## config.mk

```make
export PLATFORM = sky130hd
export DESIGN_NAME = dword_addsub
export DESIGN_NICKNAME = d
export VERILOG_FILES = /design/src/rtl/dword_pkg.sv /design/src/rtl/dword_join.sv /design/src/rtl/dword_arith.sv /design/src/rtl/dword_fold.sv /design/src/rtl/dword_addsub.sv
export SDC_FILE = /design/constraint.sdc
export NUM_CORES = 1
export LEC_CHECK = 0
export CELL_PAD_IN_SITES_DETAIL_PLACEMENT = 1
export CELL_PAD_IN_SITES_GLOBAL_PLACEMENT = 1
export CORE_UTILIZATION = 40
export CTS_BUF_LIST = sky130_fd_sc_hd__clkbuf_16
export CTS_CLUSTER_DIAMETER = 100
export DETAILED_ROUTE_END_ITERATION = 10
export HOLD_SLACK_MARGIN = 0.05
export PLACE_DENSITY = 0.85
export SLEW_MARGIN = 20
export SYNTH_ARGS = -nofsm -noshare
export SYNTH_HDL_FRONTEND = slang
export SYNTH_HIERARCHICAL = 1
export SYNTH_SLANG_ARGS = --single-unit
export TNS_END_PERCENT = 5
```

## constraint.sdc

```tcl
create_clock -name clk_i -period 0.8 [get_ports clk_i]
set_input_delay 0.16 -clock clk_i [delete_from_list [all_inputs] [get_ports clk_i]]
set_output_delay 0.16 -clock clk_i [all_outputs]
set_load 0.01 [all_outputs]
```

## src/rtl/dword_pkg.sv

```systemverilog
package dword_pkg;
  typedef enum logic [1:0] {
    OVF_NONE = 2'd0,
    OVF_POS  = 2'd1,
    OVF_NEG  = 2'd2
  } ovf_e;
endpackage

```

## src/rtl/dword_join.sv

```systemverilog
module dword_join #(
  parameter int WORD_W = 16,
  localparam int VAL_W = 2 * WORD_W - 1
) (
  input  logic [WORD_W-1:0] hi_i,
  input  logic [WORD_W-1:0] lo_i,
  output logic [VAL_W-1:0]  val_o
);
  // top bit of the low word holds no value
  logic unused_lo_top;
  assign unused_lo_top = lo_i[WORD_W-1];
  assign val_o = {hi_i, lo_i[WORD_W-2:0]};
endmodule

```

## src/rtl/dword_arith.sv

```systemverilog
module dword_arith
  import dword_pkg::*;
#(
  parameter int VAL_W = 31
) (
  input  logic [VAL_W-1:0] a_i,
  input  logic [VAL_W-1:0] m_i,
  input  logic             sub_i,
  output logic [VAL_W:0]   sum_o,
  output ovf_e             ovf_o,
  output logic             link_o
);
  logic [VAL_W:0] a_ext, m_ext, uns_add, uns_sub;

  // one extra bit: true signed result never wraps
  assign a_ext = {a_i[VAL_W-1], a_i};
  assign m_ext = {m_i[VAL_W-1], m_i};
  assign sum_o = sub_i ? (a_ext - m_ext) : (a_ext + m_ext);

  assign uns_add = {1'b0, a_i} + {1'b0, m_i};
  assign uns_sub = {1'b0, a_i} - {1'b0, m_i};
  assign link_o  = sub_i ? uns_sub[VAL_W] : uns_add[VAL_W];

  always_comb begin
    unique case ({sum_o[VAL_W], sum_o[VAL_W-1]})
      2'b01:   ovf_o = OVF_POS;
      2'b10:   ovf_o = OVF_NEG;
      default: ovf_o = OVF_NONE;
    endcase
  end
endmodule

```

## src/rtl/dword_fold.sv

```systemverilog
module dword_fold
  import dword_pkg::*;
#(
  parameter int VAL_W = 31
) (
  input  logic [VAL_W:0]   sum_i,
  input  ovf_e             ovf_i,
  output logic [VAL_W-1:0] res_o,
  output logic             neg_o,
  output logic             zero_o
);
  logic [VAL_W:0] sum_neg;

  // low N-1 bits of -(r + 2^(N-1)) equal those of -r
  assign sum_neg = -sum_i;

  always_comb begin
    unique case (ovf_i)
      OVF_POS: res_o = {1'b1, sum_i[VAL_W-2:0]};
      OVF_NEG: res_o = {1'b0, sum_neg[VAL_W-2:0]};
      default: res_o = sum_i[VAL_W-1:0];
    endcase
  end

  assign neg_o  = res_o[VAL_W-1];
  assign zero_o = (res_o == '0);
endmodule

```

## src/rtl/dword_addsub.sv

```systemverilog
module dword_addsub
  import dword_pkg::*;
#(
  parameter int WORD_W = 16
) (
  input  logic              clk_i,
  input  logic              rst_ni,
  input  logic              start_i,
  input  logic              sub_i,
  input  logic              fault_en_i,
  input  logic [WORD_W-1:0] a_i,
  input  logic [WORD_W-1:0] b_i,
  input  logic [WORD_W-1:0] m_hi_i,
  input  logic [WORD_W-1:0] m_lo_i,
  output logic [WORD_W-1:0] a_o,
  output logic [WORD_W-1:0] b_o,
  output logic              link_o,
  output logic              cbit_o,
  output logic              neg_o,
  output logic              zero_o,
  output logic              fault_o,
  output logic              done_o
);
  localparam int VAL_W = 2 * WORD_W - 1;
  localparam int LO_W  = WORD_W - 1;

  logic [VAL_W-1:0] acc_val, mem_val, res;
  logic [VAL_W:0]   sum;
  ovf_e             ovf;
  logic             link_n, neg_n, zero_n, exc;

  dword_join #(.WORD_W(WORD_W)) u_join_acc (
    .hi_i (a_i),
    .lo_i (b_i),
    .val_o(acc_val)
  );

  dword_join #(.WORD_W(WORD_W)) u_join_mem (
    .hi_i (m_hi_i),
    .lo_i (m_lo_i),
    .val_o(mem_val)
  );

  dword_arith #(.VAL_W(VAL_W)) u_arith (
    .a_i   (acc_val),
    .m_i   (mem_val),
    .sub_i (sub_i),
    .sum_o (sum),
    .ovf_o (ovf),
    .link_o(link_n)
  );

  dword_fold #(.VAL_W(VAL_W)) u_fold (
    .sum_i (sum),
    .ovf_i (ovf),
    .res_o (res),
    .neg_o (neg_n),
    .zero_o(zero_n)
  );

  assign exc = (ovf != OVF_NONE);

  always_ff @(posedge clk_i or negedge rst_ni) begin
    if (!rst_ni) begin
      a_o     <= '0;
      b_o     <= '0;
      link_o  <= 1'b0;
      cbit_o  <= 1'b0;
      neg_o   <= 1'b0;
      zero_o  <= 1'b0;
      fault_o <= 1'b0;
      done_o  <= 1'b0;
    end else begin
      done_o  <= start_i;
      fault_o <= start_i & exc & fault_en_i;
      if (start_i) begin
        a_o    <= res[VAL_W-1:LO_W];
        b_o    <= {1'b0, res[LO_W-1:0]};
        link_o <= link_n;
        cbit_o <= exc;
        neg_o  <= neg_n;
        zero_o <= zero_n;
      end
    end
  end

  p_done_follows_start_r9: assert property (@(posedge clk_i) disable iff (!rst_ni)
    start_i |=> done_o);
  p_done_needs_start_r9: assert property (@(posedge clk_i) disable iff (!rst_ni)
    done_o |-> $past(start_i));
  p_hold_idle_r9: assert property (@(posedge clk_i) disable iff (!rst_ni)
    !start_i |=> ($stable(a_o) && $stable(b_o) && $stable(cbit_o) && !fault_o));
  p_fault_with_cbit_r6: assert property (@(posedge clk_i) disable iff (!rst_ni)
    fault_o |-> (cbit_o && done_o));
  p_b_top_clear_r2: assert property (@(posedge clk_i) disable iff (!rst_ni)
    done_o |-> !b_o[WORD_W-1]);
  p_flags_exclusive_r8: assert property (@(posedge clk_i) disable iff (!rst_ni)
    !(neg_o && zero_o));
  p_no_overflow_r5: assert property (@(posedge clk_i) disable iff (!rst_ni)
    (start_i && ovf == OVF_NONE) |=> !cbit_o);
endmodule

```

## Word-level counts from Yosys, hierarchy flattened

Index checks and enable logic that the tools add are counted.

| storage, ports and cells | value |
|---|---|
| flip-flop bits (word level) | 37 |
| input bits | 69 |
| output and inout port bits | 38 |
| word-level logic and storage cells | 25 |

| cells by class | value |
|---|---|
| add/subtract/negate cells | 5 |
| equal/unequal tests | 4 |
| mux-type cells | 4 |
| bitwise logic cells | 2 |
| reductions and logical operators | 2 |

Operator list:

| operator | number |
|---|---|
| adder 31 x 31 -> 32 bit | 2 |
| subtractor 31 x 31 -> 32 bit | 2 |
| one-hot mux 31 bit (2 select lines) | 1 |
| two-way mux 32 bit | 1 |
| zero test 31 bit | 1 |
| negator 30 bit | 1 |
| == test 2 x 1 -> 1 bit (second input constant) | 2 |
| == test 2 bit (second input constant) | 2 |
| one-hot mux 2 bit (2 select lines) | 1 |
| bitwise AND 1 bit | 2 |
| nonzero test 2 bit | 1 |
| two-way mux 1 bit | 1 |

## Logic depth before layout (Yosys ltp)

Gate-level depths: netlist of run 1.

| logic depth | value |
|---|---|
| depth in word-level cells | 7 |
| gate-level depth with buffers | 32 |
| depth with buffers taken out | 27 |

## Hierarchy

Netlist of run 1, hierarchy kept.

Modules (own cells, without submodules):

| module | times used | cells an instance | area each (µm²) | seq. area each (µm²) |
|---|---|---|---|---|
| dword_arith | 1 | 356 | 2421.1 | 0.0 |
| dword_addsub | 1 | 82 | 1507.7 | 925.9 |
| dword_fold | 1 | 202 | 1207.4 | 0.0 |
| dword_join | 2 | 31 | 232.7 | 0.0 |

## Least setup slack after synthesis of run 1

OpenSTA, ideal clock, no wires.

| timing path | value |
|---|---|
| path kind | input -> register |
| start | input port m_lo_i[5] |
| end | register zero_o |
| library setup time | 0.065 ns |
| data arrival time | 6.517 ns |
| data required time | 0.735 ns |
| setup slack | -5.781 ns |
| cell stages on the path | 29 |
| path buffers | 3 |
| path through | buf_4 nor4_1 and2_1 nand3_1 or2_2 nor4_2 a31oi_1 xnor2_1 ha_1 a21o_1 a21o_1 a211oi_1 o21bai_1 a21o_1 a221o_1 xnor3_2 and2_1 inv_1 ha_1 or2_2 clkbuf_1 clkbuf_1 nand2_1 o211ai_1 nor3_1 or4bb_1 or4_1 nor4b_2 mux2_2 |

| on the way | value |
|---|---|
| longest elaborated chain between the ends | 7 |
| elaborated cells on any way between the ends | 11 |
| classes of those cells | add/sub: 3; eq/ne: 4; mux: 3; reduce/logical: 1 |

RTL lines:

| what | line | text |
|---|---|---|
| start, declared | dword_addsub.sv:14 | `input logic [WORD_W-1:0] m_lo_i,` |
| adder 31 x 31 -> 32 bit or subtractor 31 x 31 -> 32 bit (tied branches) | dword_arith.sv:18 | `assign sum_o = sub_i ? (a_ext - m_ext) : (a_ext + m_ext);` |
| two-way mux 32 bit (*) | dword_arith.sv:18 |  |
| == test 2 bit or == test 2 x 1 -> 1 bit (tied branches) | dword_arith.sv:25 | `unique case ({sum_o[VAL_W], sum_o[VAL_W-1]})` |
| one-hot mux 2 bit (2 select lines) (*) | dword_arith.sv:25 |  |
| via ovf[0] | dword_addsub.sv:29 | `ovf_e ovf;` |
| == test 2 bit or == test 2 x 1 -> 1 bit (tied branches) | dword_fold.sv:18 | `unique case (ovf_i)` |
| one-hot mux 31 bit (2 select lines) (*) | dword_fold.sv:18 |  |
| zero test 31 bit (*) | dword_fold.sv:26 | `assign zero_o = (res_o == '0);` |
| via zero_n | dword_addsub.sv:30 | `logic link_n, neg_n, zero_n, exc;` |
| end signal, assigned | dword_addsub.sv:82 | `zero_o <= zero_n;` |
| end, declared | dword_addsub.sv:20 | `output logic zero_o,` |

Mark *: on every way through the listed nets, which the timed path passes. The rest lies on a longest branch.
A chain may end at the register's enable or synchronous reset.

## Worst setup path after layout of run 1

| timing path | value |
|---|---|
| start | input port m_lo_i[3] |
| end | register zero_o |

| on the way | value |
|---|---|
| longest elaborated chain between the ends | 7 |
| elaborated cells on any way between the ends | 11 |
| classes of those cells | add/sub: 3; eq/ne: 4; mux: 3; reduce/logical: 1 |

RTL lines:

| what | line | text |
|---|---|---|
| adder 31 x 31 -> 32 bit or subtractor 31 x 31 -> 32 bit (tied branches) | dword_arith.sv:18 |  |
| two-way mux 32 bit (*) | dword_arith.sv:18 |  |
| via sum[30] | dword_addsub.sv:28 | `logic [VAL_W:0] sum;` |
| == test 2 bit or == test 2 x 1 -> 1 bit (tied branches) | dword_arith.sv:25 |  |
| one-hot mux 2 bit (2 select lines) (*) | dword_arith.sv:25 |  |
| via ovf[1] | dword_addsub.sv:29 |  |
| == test 2 bit or == test 2 x 1 -> 1 bit (tied branches) | dword_fold.sv:18 |  |
| one-hot mux 31 bit (2 select lines) (*) | dword_fold.sv:18 |  |
| via res[5] | dword_addsub.sv:27 | `logic [VAL_W-1:0] acc_val, mem_val, res;` |
| zero test 31 bit (*) | dword_fold.sv:26 |  |
| via zero_n | dword_addsub.sv:30 |  |

Marked as above.

==> metrics.txt, run 1 <==
Clock transition at path regs=roughly 60 ps; # diodes=0; Final setup viols=73; dpl cells=1,176; WL/cell=approximately 28 um; worst hold path class=primary input to asynchronous set/reset pin; Die Y=120.3 um; Leak Pwr=between 4 and 5 nW; min Tclk post-route=6412 ps; largest net degree at the start of global routing=38; FILL cells=1,583; vias post-DR=7,760; Post-Layout Cell Count=1,207; R2R Setup Slk=-210 ps; Synth Warn #=6; Die ar.=14,470 sq um; critical path's largest stage delay=540 ps; failing checks=setup timing; Hold Vio Cnt, Final=0; most frequent cells in the layout=buf_4 (285), nor2_1 (63), clkdlybuf4s50_1 (49); first-pass GRT wire length=around 42 mm; Area after DPL=8474 sq um; Slew Limit Fails=0; Setup CP Type=primary input to register; DR pass1 iterations=5; Tot Pwr=25.87 mW; Worst Skew=0 ps; Longest Clk Path Bufs=2; FP Rows=42; nets=between 1,000 and 1,500; vias in the first global route=around 8,000; H-tree depth=2; Final Cycle Share=8.015; most common cell after layout, fill and taps aside=buf_4; All-Layer GR Usage=0.3679; syn_nets=approximately 810; critical path's most frequent cell=buf_4; Worst R2R Start=a_o[8]$_DFFE_PN0P_; slew margin rel.=0.3757; setup ws final=-5612 ps; Worst setup SP type=primary input; clock latency on the worst-skew pair=280 ps; Final GP Congestion=about 0.96; port buffer count=103; Cells after Synth=around 700; crit end category=register; maxcap violations=0; Die Span X=~120 um; RSZ-0062 raised after global routing=true; layout cells sized above 1=0.4791; Worst Tran Pin Value=912.8 ps; synthesized area=~5600 sq um; VDD IR max=0.001262 V; remaining global-route overflow=0; CTS Buf Count=5; Post-route DRC=0; syn_area_per_cell=between 7 and 8 sq um; r2r endpoint=a_o[8]$_DFFE_PN0P_; multi-input logic area=4409 sq um; slowest cell on the critical path=or4b_4; Arrival @ worst endpoint=6630 ps; Final ANT Viol Nets=0; initial core utilization=0.4161; FF-to-FF path depth=2; initial antenna violation count=0; post-DP HPWL=19.91 mm; Iter 0 DRT Violations=619; Vias/cell=6.429; FF+latch area=925.9 sq um; CTS tree=done; IO Count=107; FMAX=between 0.15 and 0.2 GHz; area delta synth->final=62.81%; Power Density=2838 nW/um^2; largest fanout on the critical path=6; status=complete, but fails checks; worst path required time=1020 ps; WL final=between 30 and 40 mm; core area=13,450 sq um; CTS Root Cell=clkbuf_16; fin area=9114 sq um; CTS Sinks=37
-- cell type report --
| type | instances | share of cell area |
|---|---|---|
| tap | 176 | 0.02416 |
| clock inverter | 3 | 0.001510 |
| multi-input combinational | 542 | 0.4838 |
| inverter | 33 | 0.01387 |
| sequential | 37 | 0.1016 |
| clock buffer | 5 | 0.01373 |
| timing repair buffer | 411 | 0.3613 |
-- metrics by stage --
step	setup TNS (ps)	hold slack [ps]	worst slack, ps	utilization
4_1_cts	-152460	378.9	-5096	0.6479
3_3_place_gp	-176300	129.7	-5648	0.6299
2_1_floorplan	-146400	-135.6	-5137	-
5_1_grt	-169340	423.6	-5762	0.6775
6_report	-166460	390.7	-5612	0.6775
3_5_place_dp	-191020	141.5	-6071	0.6299
-- routing by layer --
layer,vias up,routed length (um),global-route usage
li1,3150,-,-
met1,3761,11780,0.3839
met2,599,16170,0.7152
met3,250,2497,0.03208
met4,0,2837,0.2060
met5,-,0,0
-- worst max path at each step --
stage                    from                  to  slack [ps]
floorplan           m_lo_i[2]  zero_o$_DFFE_PN0P_       -5140
global placement    m_lo_i[2]  zero_o$_DFFE_PN0P_       -5650
detailed placement  m_lo_i[2]  zero_o$_DFFE_PN0P_       -6070
CTS                 m_lo_i[5]  zero_o$_DFFE_PN0P_       -5100
global route        m_lo_i[3]  zero_o$_DFFE_PN0P_       -5760
finish              m_lo_i[3]  zero_o$_DFFE_PN0P_       -5610
-- power by group --
part           leakage [nW]  internal, mW  total, mW  switching, mW
Clock                0.0748          1.13       1.90          0.773
Sequential            0.455          2.72       3.34          0.628
Combinational          3.80          10.3       20.6           10.3
-- sequential cells by signal (all words and copies together) (netlist names) --
register / flops
zero_o: 1
done_o: 1
fault_o: 1
cbit_o: 1
a_o: 16
link_o: 1
b_o: 15
neg_o: 1
-- worst max-delay path: cells and delay by family --
kind                     cells  cell delay (ps)
XOR/XNOR                     2              310
buffers and inverters        9             1240
AND/OR/NAND/NOR             11             2920
multiplexers                 1              190
adder cells (fa/ha/maj)      2              520
AO/OA/AOI/OAI                6             1280
-- timing repair --
action	CTS	global route
resized for setup	250	70
endpoints found under the setup margin	73	73
endpoints found under the hold margin	37	0
cloned	1	0
pin swaps	32	36
hold buffers	1	0
buffers inserted	8	13
Power figures use the tool's default switching activity.
==> run 2: changes to the inputs <==
Settings changed: CORE_UTILIZATION 40 to 49, DONT_BUFFER_PORTS from default to 1.
==> run 2 against run 1 <==
Against the previous run:
- the run now fails in global routing
- synthesized area unchanged
- synthesized cell count did not move
==> metrics.txt, run 2 <==
Cells after Synth=701; Final GP Congestion=0.9149; Synth Warn #=6; Error=[ERROR GRT-0232] Routing congestion too high. Check the congestion heatmap in the GUI.; CTS Buf Count=5; All-Layer GR Usage=0.6396; Die Y=108.9 um; failing step=global routing; worst ep type=register input; CTS Sinks=37; post-GRT worst EP=zero_o$_DFFE_PN0P_/D; synthesized area=5598 sq um; initial core utilization=0.5097; largest net degree at the start of global routing=39; syn_nets=approximately 810; CTS Root Cell=clkbuf_16; Die Span X=108.9 um; remaining global-route overflow=2; H-tree depth=2; Longest Clk Path Bufs=2; post-DP HPWL=17.82 mm; syn_area_per_cell=7.986 sq um; port buffer count=0; IO Count=107; FP Rows=38; status=aborted with a tool error
## run 2: metrics by stage
| step | cell area (sq um) | setup TNS [ps] | std cells | worst slack [ps] | hold WS (ps) |
|---|---|---|---|---|---|
| 2_1_floorplan | 5720 | -146400 | 701 | -5137 | -135.6 |
| 3_3_place_gp | 7025 | -146450 | 991 | -5115 | -134.3 |
| 3_5_place_dp | 7025 | -159290 | 991 | -5441 | -134.9 |
| 4_1_cts | 7408 | -147900 | 1001 | -4952 | -434.4 |
## run 2: per-layer routing
metal | overflow | track usage
met1 | 0 | 0.6168
met2 | 1 | 0.8859
met3 | 0 | 0.4154
met4 | 1 | 0.6564
met5 | 0 | 0.06696
## run 2: timing repair
item,CTS
hold endpoints to repair,51
pin swaps,8
resized for setup,54
hold buffers,1
setup endpoints to repair,73
buffers inserted,2
==> run 3: changes to the inputs <==
Settings changed: CELL_PAD_IN_SITES_DETAIL_PLACEMENT 1 to default, CELL_PAD_IN_SITES_GLOBAL_PLACEMENT 1 to default, CORE_UTILIZATION 49 to 40, CTS_BUF_LIST sky130_fd_sc_hd__clkbuf_16 to default, CTS_CLUSTER_DIAMETER 100 to default, HOLD_SLACK_MARGIN 0.05 to default, PLACE_DENSITY 0.85 to default, PLACE_DENSITY_LB_ADDON from default to 0.15.
==> run 3 against run 2 <==
Against the previous run:
- the flow now finishes, with violations (hold timing, setup timing)
==> metrics.txt, run 3 (same netlist as run 1, synthesis figures left out) <==
Setup CP Type=primary input to register; Leak Pwr=roughly 3.7 nW; nets=993; most common cell after layout, fill and taps aside=buf_4; WL final=16.23 mm; Final Core Density=0.5894; Setup WS pre-CTS=-5259 ps; vias in the first global route=5,581; clock latency on the worst-skew pair=270 ps; Power Density=2706 nW/um^2; Final GP Congestion=0.9513; most frequent cells in the layout=buf_4 (222), nor2_1 (62), xnor2_1 (46); Clock transition at path regs=approximately 50 ps; Final setup viols=73; fin area=7929 sq um; CTS Root Cell=clkbuf_16; # diodes=0; FMAX=0.1812 GHz; Area after DPL=~7200 sq um; status=complete, but fails checks; FILL cells=1,238; CTS Buf Count=5; CTS tree=done; All-Layer GR Usage=0.2202; Die ar.=14,470 sq um; biggest regs=a_o: 16 flops, b_o: 15 flops; initial antenna violation count=0; H-tree depth=2; Worst Skew=0 ps; initial core utilization=0.4161; port buffer count=0; Die Span X=120.3 um; Vias/cell=5.364; RSZ-0062 raised after global routing=true; slew margin rel.=0.6422; crit end category=register; CTS Sinks=37; Tot Pwr=21.46 mW; Hold Vio Cnt, Final=37; Reg with most FFs=a_o; dpl cells=1,039; vias post-DR=between 5,000 and 6,000; core area=~13,000 sq um; maxcap violations=0; Slew Limit Fails=0; Largest register FFs=16; remaining global-route overflow=0; FP Rows=42; Final Cycle Share=6.899; DR pass1 iterations=4; worst hold path class=primary input to asynchronous set/reset pin; post-DP HPWL=13.21 mm; largest net degree at the start of global routing=38; Final ANT Viol Nets=0; first-pass GRT wire length=26.43 mm; failing checks=hold timing, setup timing; Arrival @ worst endpoint=5730 ps; min Tclk post-route=between 5000 and 6000 ps; Post-CTS Hold Buffers=2; Iter 0 DRT Violations=228; Post-Layout Cell Count=1,064; area delta synth->final=41.64%; Worst Tran Pin Value=approximately 530 ps; VDD IR max=0.001067 V; layout cells sized above 1=0.4403; TNS Setup=-135,690 ps; Post-route DRC=0; setup ws final=-4719 ps; Worst setup SP type=primary input; Die Y=120.3 um; WL/cell=15.26 um; IO Count=107; Longest Clk Path Bufs=2; largest fanout on the critical path=6; hold slack=-419.7 ps; worst path required time=1010 ps
[run 3: timing repair]
action / CTS / global route
pin swaps: 10 / 17
setup buffers: 7 / 7
setup endpoints to repair: 73 / 73
gates resized for setup: 59 / 63
cloned: 2 / 0
hold endpoints to repair: 40 / 37
[run 3: critical path: stages]
cell      delay, ps
or4_4           530
or2_4           300
nor4_4          180
a31oi_1         140
xnor2_1         190
ha_1            270
a21o_1          190
a21o_1          160
a211oi_2        170
o21bai_1         90
a21o_1          160
a221o_1         340
xnor3_2         270
and2_4          160
inv_2            40
ha_4            280
or3b_4          390
a21oi_2         140
o211ai_1         90
nor3_1          180
or4bb_1         490
or4_4           430
nor4b_2         220
mux2_4          170
[run 3: report_power, final]
| part | internal [mW] | switching, mW |
|---|---|---|
| Sequential | 2.72 | 0.667 |
| Clock | 1.22 | 0.663 |
| Combinational | 9.28 | 6.90 |
[run 3: worst paths after layout]
kind | from | to | slack, ps | depth (start not counted)
worst min register to register | b_o[12]$_DFFE_PN0P_ | b_o[12]$_DFFE_PN0P_ | 540 | 1
min in group clk_i | start_i | neg_o$_DFFE_PN0P_ | 50 | 1
worst max register to register | zero_o$_DFFE_PN0P_ | zero_o$_DFFE_PN0P_ | 0 | 1
max in group asynchronous | rst_ni | a_o[12]$_DFFE_PN0P_ | 1140 | 0
worst max-delay path | m_lo_i[13] | zero_o$_DFFE_PN0P_ | -4720 | 24
worst min-delay path | rst_ni | b_o[7]$_DFFE_PN0P_ | -420 | 0
[run 3: layer usage]
layer	share of wire	track usage	vias up
li1	-	-	2868
met1	0.47	0.2933	2675
met2	0.48	0.3851	149
met3	0.039	0.01651	15
met4	0.011	0.05170	0
met5	0	0	-
[run 3: cell type report]
cell class                      count  area [sq um]  area share
Clock buffer                        7         142.6     0.01799
Inverter                           33         123.9     0.01562
Multi-Input combinational cell    543          4330      0.5462
Sequential cell                    37         925.9      0.1168
Tap cell                          176         220.2     0.02777
Timing Repair Buffer              268          2186      0.2757
